`src/rtl/epc_pkg.sv`:
```
package epc_pkg;
  typedef enum logic [1:0] {
    ST_IDLE    = 2'd0,
    ST_COLLECT = 2'd1,
    ST_COMMIT  = 2'd2,
    ST_WAIT    = 2'd3
  } epc_state_e;
endpackage

```
`src/rtl/epc_page_buf.sv`:
```
module epc_page_buf #(
  parameter int PAGE_W = 3
) (
  input  logic              clk_i,
  input  logic              rst_ni,
  input  logic              clr_i,
  input  logic              wr_i,
  input  logic [PAGE_W-1:0] wr_off_i,
  input  logic [7:0]        wr_data_i,
  input  logic [PAGE_W-1:0] rd_off_i,
  output logic [7:0]        rd_data_o,
  output logic              rd_vld_o,
  output logic              any_vld_o
);
  localparam int PAGE_N = 1 << PAGE_W;

  logic [7:0]        data_q [PAGE_N];
  logic [PAGE_N-1:0] vld_q;

  for (genvar g = 0; g < PAGE_N; g++) begin : g_ent
    always_ff @(posedge clk_i or negedge rst_ni) begin
      if (!rst_ni) begin
        data_q[g] <= '0;
        vld_q[g]  <= 1'b0;
      end else if (clr_i) begin
        vld_q[g]  <= 1'b0;
      end else if (wr_i && (wr_off_i == PAGE_W'(g))) begin
        data_q[g] <= wr_data_i;
        vld_q[g]  <= 1'b1;
      end
    end
  end

  assign rd_data_o = data_q[rd_off_i];
  assign rd_vld_o  = vld_q[rd_off_i];
  assign any_vld_o = |vld_q;
endmodule

```
`src/rtl/epc_cycle_timer.sv`:
```
module epc_cycle_timer #(
  parameter int WR_CYCLES = 20
) (
  input  logic clk_i,
  input  logic rst_ni,
  input  logic start_i,
  output logic done_o
);
  localparam int CNT_W = $clog2(WR_CYCLES + 1);

  logic [CNT_W-1:0] cnt_q;
  logic             run_q;

  always_ff @(posedge clk_i or negedge rst_ni) begin
    if (!rst_ni) begin
      cnt_q <= '0;
      run_q <= 1'b0;
    end else if (start_i) begin
      cnt_q <= CNT_W'(WR_CYCLES - 1);
      run_q <= 1'b1;
    end else if (run_q) begin
      if (cnt_q == '0) run_q <= 1'b0;
      else             cnt_q <= cnt_q - 1'b1;
    end
  end

  assign done_o = run_q && (cnt_q == '0);
endmodule

```
`src/rtl/epc_sequencer.sv`:
```
module epc_sequencer
  import epc_pkg::*;
#(
  parameter int PAGE_W = 3
) (
  input  logic              clk_i,
  input  logic              rst_ni,
  input  logic              txn_start_i,
  input  logic              byte_vld_i,
  input  logic              stop_i,
  input  logic              wp_i,
  input  logic              any_vld_i,
  input  logic              tmr_done_i,
  output logic              load_o,
  output logic              accept_o,
  output logic              scan_o,
  output logic [PAGE_W-1:0] scan_idx_o,
  output logic              tmr_start_o,
  output logic              busy_o
);
  localparam logic [PAGE_W-1:0] LAST_OFF = '1;

  epc_state_e        state_q, state_d;
  logic [PAGE_W-1:0] idx_q;

  always_comb begin
    state_d     = state_q;
    load_o      = 1'b0;
    accept_o    = 1'b0;
    tmr_start_o = 1'b0;
    unique case (state_q)
      ST_IDLE: begin
        if (txn_start_i) begin
          load_o  = 1'b1;
          state_d = ST_COLLECT;
        end
      end
      ST_COLLECT: begin
        if (txn_start_i) begin
          load_o = 1'b1;  // repeated start reopens
        end else if (stop_i) begin
          state_d = (!wp_i && any_vld_i) ? ST_COMMIT : ST_IDLE;
        end else if (byte_vld_i) begin
          accept_o = 1'b1;
        end
      end
      ST_COMMIT: begin
        if (idx_q == LAST_OFF) begin
          state_d     = ST_WAIT;
          tmr_start_o = 1'b1;
        end
      end
      ST_WAIT: begin
        if (tmr_done_i) state_d = ST_IDLE;
      end
      default: state_d = ST_IDLE;
    endcase
  end

  always_ff @(posedge clk_i or negedge rst_ni) begin
    if (!rst_ni) begin
      state_q <= ST_IDLE;
      idx_q   <= '0;
    end else begin
      state_q <= state_d;
      if (state_q == ST_COMMIT) idx_q <= idx_q + 1'b1;
      else                      idx_q <= '0;
    end
  end

  assign scan_o     = (state_q == ST_COMMIT);
  assign scan_idx_o = idx_q;
  assign busy_o     = (state_q == ST_COMMIT) || (state_q == ST_WAIT);
endmodule

```
`src/rtl/eeprom_page_commit.sv`:
```
module eeprom_page_commit #(
  parameter int ADDR_W    = 8,
  parameter int PAGE_W    = 3,
  parameter int WR_CYCLES = 20
) (
  input  logic              clk_i,
  input  logic              rst_ni,
  input  logic              txn_start_i,
  input  logic [ADDR_W-1:0] start_addr_i,
  input  logic              byte_vld_i,
  input  logic [7:0]        byte_i,
  input  logic              stop_i,
  input  logic              wp_i,
  output logic              busy_o,
  output logic              mem_we_o,
  output logic [ADDR_W-1:0] mem_addr_o,
  output logic [7:0]        mem_wdata_o
);
  localparam int ROW_W = ADDR_W - PAGE_W;

  logic [ROW_W-1:0]  row_q;
  logic [PAGE_W-1:0] off_q;
  logic              load, accept, scan, tmr_start, tmr_done, any_vld, rd_vld;
  logic [PAGE_W-1:0] scan_idx;
  logic [7:0]        rd_data;

  epc_sequencer #(.PAGE_W(PAGE_W)) u_seq (
    .clk_i       (clk_i),
    .rst_ni      (rst_ni),
    .txn_start_i (txn_start_i),
    .byte_vld_i  (byte_vld_i),
    .stop_i      (stop_i),
    .wp_i        (wp_i),
    .any_vld_i   (any_vld),
    .tmr_done_i  (tmr_done),
    .load_o      (load),
    .accept_o    (accept),
    .scan_o      (scan),
    .scan_idx_o  (scan_idx),
    .tmr_start_o (tmr_start),
    .busy_o      (busy_o)
  );

  epc_page_buf #(.PAGE_W(PAGE_W)) u_buf (
    .clk_i     (clk_i),
    .rst_ni    (rst_ni),
    .clr_i     (load),
    .wr_i      (accept),
    .wr_off_i  (off_q),
    .wr_data_i (byte_i),
    .rd_off_i  (scan_idx),
    .rd_data_o (rd_data),
    .rd_vld_o  (rd_vld),
    .any_vld_o (any_vld)
  );

  epc_cycle_timer #(.WR_CYCLES(WR_CYCLES)) u_tmr (
    .clk_i   (clk_i),
    .rst_ni  (rst_ni),
    .start_i (tmr_start),
    .done_o  (tmr_done)
  );

  // pointer: row fixed per transaction, offset wraps within the page
  always_ff @(posedge clk_i or negedge rst_ni) begin
    if (!rst_ni) begin
      row_q <= '0;
      off_q <= '0;
    end else if (load) begin
      row_q <= start_addr_i[ADDR_W-1:PAGE_W];
      off_q <= start_addr_i[PAGE_W-1:0];
    end else if (accept) begin
      off_q <= off_q + 1'b1;
    end
  end

  assign mem_we_o    = scan && rd_vld;
  assign mem_addr_o  = {row_q, scan_idx};
  assign mem_wdata_o = rd_data;
endmodule

```
`config.mk`:
```
export PLATFORM = sky130hd
export DESIGN_NAME = eeprom_page_commit
export DESIGN_NICKNAME = d
export VERILOG_FILES = /design/src/rtl/epc_pkg.sv /design/src/rtl/epc_page_buf.sv /design/src/rtl/epc_cycle_timer.sv /design/src/rtl/epc_sequencer.sv /design/src/rtl/eeprom_page_commit.sv
export SDC_FILE = /design/constraint.sdc
export NUM_CORES = 1
export LEC_CHECK = 0
export ABC_AREA = 1
export BUFFER_PORTS_ARGS = -buffer_cell sky130_fd_sc_hd__buf_2
export CAP_MARGIN = 20
export CORE_MARGIN = 5
export CORE_UTILIZATION = 59
export CTS_CLUSTER_DIAMETER = 150
export CTS_CLUSTER_SIZE = 10
export DETAILED_ROUTE_END_ITERATION = 10
export PLACE_DENSITY = 0.79
export SKIP_LAST_GASP = 1
export SLEW_MARGIN = 5
export SYNTH_ARGS = -nofsm -noshare
export SYNTH_HDL_FRONTEND = slang
export SYNTH_SLANG_ARGS = --single-unit
```
`constraint.sdc`:
```
create_clock -name clk_i -period 1.7 [get_ports clk_i]
set_input_delay 0.255 -clock clk_i [delete_from_list [all_inputs] [get_ports clk_i]]
set_output_delay 0.255 -clock clk_i [all_outputs]
set_load 0.02 [all_outputs]
```
* Yosys cells after proc, flatten, opt, wreduce, memory -nomap -nowiden
Cells that the tools add are included.
** Storage, ports and cells
- Register bits :: 91
- Logic and storage cells :: 129
** Operators by class
- $add $sub $neg :: 3
- Order comparisons :: 2
- Bitwise logic cells :: 2
- Eq/ne operators :: 17
- Mux-type cells :: 45
- Reduce and logical (&&, ||, !) cells :: 38
** Operators with widths (count)
- 1-bit two-way mux :: 28
- 8-bit binary-select mux with 3-bit select :: 1
- 2-bit nonzero test :: 10
- 2-bit AND reduction :: 9
- 8-bit two-way mux :: 2
- 3-bit == test (second input constant) :: 5
- 5-bit two-way mux :: 3
- 2-bit two-way mux :: 6
- 1-bit logical AND :: 11
- 2-bit != test (second input constant) :: 5
- 3-bit two-way mux :: 3
- 2-bit one-hot mux with 4 select lines :: 1
- 8-bit OR reduction :: 1
- 3-bit by 1-bit adder with 3-bit output (second input constant) :: 2
- 3-bit by 2-bit == test with 1-bit output (second input constant) :: 2
- 5-bit zero test :: 1
- 5-bit AND reduction :: 1
- 5-bit by 1-bit subtractor with 5-bit output (second input constant) :: 1
- 2-bit == test (second input constant) :: 2
- 4-bit greater-or-equal comparator (second input constant) :: 1
- 3-bit by 4-bit < comparator with 1-bit output (second input constant) :: 1
- 3-bit NOT with 4-bit output :: 1
- 1-bit binary-select mux with 3-bit select :: 1
- 3-bit by 1-bit == test with 1-bit output (second input constant) :: 1
- 8 further kinds :: 8

* Depth between registers and ports, before layout
- Word-level depth :: 7
- Mapped depth :: 10
- Depth with buffers taken out :: 8

* Cells and area by module
Synthesis repeated with hierarchy kept, for this count alone.
** Unflattened totals
- Cells, all modules :: 621
- Area, all modules :: 4817.1 sq um
** By module, submodules not included
- epc_page_buf :: cells an instance 487, instances 1, area an instance 3787.4 sq um
- eeprom_page_commit :: cells an instance 49, instances 1, area an instance 397.9 sq um
- epc_cycle_timer :: cells an instance 41, instances 1, area an instance 325.3 sq um
- epc_sequencer :: cells an instance 44, instances 1, area an instance 306.5 sq um

* Worst setup path before layout
Ideal clock, no wire load.
- Kind :: register to output
- From :: register u_seq.idx_q[1] (netlist: u_seq.scan_idx_o[1])
- To :: output mem_we_o
- Path buffers :: 2
- Arrival :: 1.454 ns
- Slack :: -0.009 ns
- Cell stages (with the launch flop) :: 7
- Cells stage by stage :: dfrtp_1 -> buf_2 -> buf_1 -> nand3_1 -> nand3_1 -> nand2_1 -> nor2_1
** On the way
- Longest elaborated chain between the ends :: 3
** Ends and longest elaborated chain
- start: declaration :: RTL line epc_sequencer.sv:24 : logic [PAGE_W-1:0] idx_q;
- start signal: assignment :: RTL line epc_sequencer.sv:66 : if (state_q == ST_COMMIT) idx_q <= idx_q + 1'b1;
- 1-bit binary-select mux with 3-bit select :: RTL line epc_page_buf.sv:35 : assign rd_vld_o = vld_q[rd_off_i];
- 1-bit two-way mux (implied by the code) :: RTL line epc_page_buf.sv:35
- 1-bit logical AND :: RTL line eeprom_page_commit.sv:77 : assign mem_we_o = scan && rd_vld;
- end: declaration :: RTL line eeprom_page_commit.sv:15 : output logic mem_we_o,
No other way between the ends. The select of a mux whose other input is x is not followed.

* Worst setup path after layout
- From :: register u_seq.idx_q[0] (netlist: u_seq.scan_idx_o[0])
- To :: output mem_wdata_o[0]
** On the way
- Longest elaborated chain between the ends :: 4
** Ends and longest elaborated chain
- 3-bit NOT with 4-bit output (implied by the code) :: RTL line epc_page_buf.sv:34 : assign rd_data_o = data_q[rd_off_i];
- 8-bit binary-select mux with 3-bit select :: RTL line epc_page_buf.sv:34
- 8-bit two-way mux (implied by the code) (2 in a row) :: RTL line epc_page_buf.sv:34
- end: declaration :: RTL line eeprom_page_commit.sv:17 : output logic [7:0] mem_wdata_o
No other way between the ends. The select of a mux whose other input is x is not followed.

==> reports/metrics.yaml <==
totalNegativeSetupSlack_ns: -1.51
seq_area_frac_synth: 0.501
fin_cells: 742
slowest_delay_ns: 0.46
diodes: 0
drcViolationCount: 0
root_buffer: "clkbuf_8"
critPathKind: "flip-flop to output port"
total_power_mw: 8.45
clock_skew_ns: 0.0128
fp-row-count: 32
synthCells: 591
nNetsFinal: 666
cp-start-kind: "flip-flop"
syn_area_um2: 4550
status: "finished with violations"
violations: "negative setup slack"
synth_top_cell_by_area: "dfrtp_1"
final_util: 0.687
fmax_mhz: 527
drive_gt1_frac: 0.156
fin_crit_ns: 1.90
start_util: 0.598
synth-edff-count: 0
cp_cell_sequence: "inv_4 > buf_6 > nor2_1 > o21ai_0 > nand2_1 > nand2_1 > buf_2"
viasPerCell: 5.46
hold_path_class: "input port to flip-flop"
critical-path-slowest-cell: "dfrtp_2"
cts_made_buffers: 9
cp_top_family: "flip-flops"
path_max_fanout: 18
arrival_ns: 1.64
ys.flop_type: "dfrtp_1"
clockBufferDepth: 2
syn_nets: 622
cts.sinks: 91
area_growth_pct: 15.0
path_common_cell: "nand2_1"
relSlewSlack: 0.655
hold_violations: 0
tightest_slew_ns: 0.516
maxCapViolCount: 0
insertion_delay_ns: 0.37
die_w_um: 97.8
routed_wl_um: 11400
rsz0062_at_grt: "yes"
multi_input_area_um2: 1940
numPortBuffers: 39
synthDistinctLibCells: 27
dp_cells: 724
post-route-period-util: 1.12
hpwl_um: 8190
avgSynthCellArea_um2: 7.70
irDropWorstVdd_uv: 893
synth.most_common_cell: "nand2_1"
cp.buffers_inverters: 3
setup_slack_ns: -0.196
grt.overflow.total: 0
worst_ep_required_time_ns: 1.44
vias: 4050
path_clk_slew_ns: 0.09
grt.total_usage: 0.245
htreeDepth: 3
worst_setup_path_end_kind: "output port"
synthTopCellsByArea: "dfrtp_1 (50%), nand2_1 (18%), o21ai_0 (5.8%)"
yosysWarnings: 0
dieArea_um2: 9560
powerDensity_nw_per_um2: 1620
antenna_found_initial: 0
cts_tree: "done"
finalMaxSlewViolations: 0
p_leak_nw: 2.83
grt_pass1_wl_um: 18800
place_congestion: 0.916
grt_max_degree: 30
wl_per_cell_um: 15.4
whs_ns: 0.0737
coreArea_um2: 7610
ant_nets: 0
pin_count: 40
first_pass_iters: 5
fp.dieH_um: 97.8
synth_commonest_cells: "nand2_1 (222), dfrtp_1 (91), o21ai_0 (53)"
grt_pass1_vias: 3914
setup_viol: 9
drtIter0Drc: 282
async_flop_share: 1.00
fillers: 628
synth_top_area_frac: 0.501
ys_ff_latch: 91
regArea_um2: 2280
[sequential cells by signal, indices dropped and copies added (netlist names), named ones only]
| signal | count |
|---|---|
| u_buf.data_q | 64 |
| u_buf.vld_q | 8 |
| row_q | 5 |
| u_tmr.cnt_q | 5 |
| off_q | 3 |
| u_seq.scan_idx_o | 3 |
| u_seq.state_q | 1 |
| u_tmr.run_q | 1 |
[logic make-up (layout without fill, tap and decap cells)]
family / after synthesis / after routing / synth area share
buffers and inverters: 80 / 129 / 0.0751
adder cells (fa/ha/maj): 9 / 9 / 0.0248
XOR/XNOR: 1 / 1 / 0.00193
AND/OR/NAND/NOR: 334 / 334 / 0.305
AO/OA/AOI/OAI: 76 / 76 / 0.0930
flip-flops: 91 / 91 / 0.501
[path summary, 6_finish.rpt]
path                            cells after the start                 from  slack [ns]          endpoint
worst max-delay path                                7  u_seq.scan_idx_o[0]       -0.20    mem_wdata_o[0]
worst min-delay path                                3      start_addr_i[6]        0.07          row_q[3]
worst max register to register                      7  u_seq.scan_idx_o[0]        0.10    u_tmr.cnt_q[0]
worst min register to register                      2     u_buf.data_q[44]        0.48  u_buf.data_q[44]
max in group asynchronous                           3               rst_ni        0.82  u_buf.data_q[60]
min in group asynchronous                           2               rst_ni        0.35  u_buf.data_q[17]
[worst register-to-register path, cell delays in order (launching register included)]
cell     delay (ns)
dfrtp_2        0.46
buf_12         0.18
ha_1           0.21
ha_1           0.20
nand2_1        0.17
inv_1          0.07
o21ai_0        0.14
nand2_1        0.06
[metal layers]
metal,up-vias,share of wire,GRT usage
met2,147,0.49,0.400
met1,1934,0.42,0.323
met3,19,0.065,0.0464
met4,0,0.023,0.102
met5,-,0,0
li1,1950,-,-
[through the flow]
step / setup WS, ns / area [um2]
2_1_floorplan: 0.0108 / 4550
3_3_place_gp: 0.140 / 4930
3_5_place_dp: 0.144 / 4930
4_1_cts: -0.186 / 5190
5_1_grt: -0.302 / 5230
6_report: -0.196 / 5230
[power breakdown]
| part | switching [mW] | internal (mW) | total [mW] |
|---|---|---|---|
| Sequential | 0.501 | 2.93 | 3.43 |
| Clock | 0.791 | 0.871 | 1.66 |
| Combinational | 2.15 | 1.20 | 3.35 |
| Total | 3.45 | 5.00 | 8.45 |
[cell usage in the layout (no fill, tap or decap), drive strengths merged]
master	n
o21ai	55
dfrtp	91
nand2	228
nand3	52
clkbuf	10
dlygate4sd3	1
xor2	1
ha	9
nor3	1
clkinv	4
inv	50
or2	2
a21oi	3
nor2	49
bufinv	2
nand4	2
buf	62
o22ai	2
o211ai	16
[final cells by class]
type,count,area share
flip-flops and latches,91,0.436
multi-input cells,420,0.371
repair buffers,63,0.0883
inverters,50,0.0371
clock buffers,10,0.0263
well taps,102,0.0244
clock inverters,6,0.0168
[what timing repair did]
| action | in CTS | in global routing |
|---|---|---|
| endpoints found under the setup margin | 9 | 30 |
| hold endpoints to repair | 26 | 0 |
| setup buffers | 0 | 1 |
| hold buffers | 1 | 0 |
| pin swaps | 0 | 2 |
| resized for setup | 12 | 7 |
Note: power is estimated with default switching activity, not from simulation.
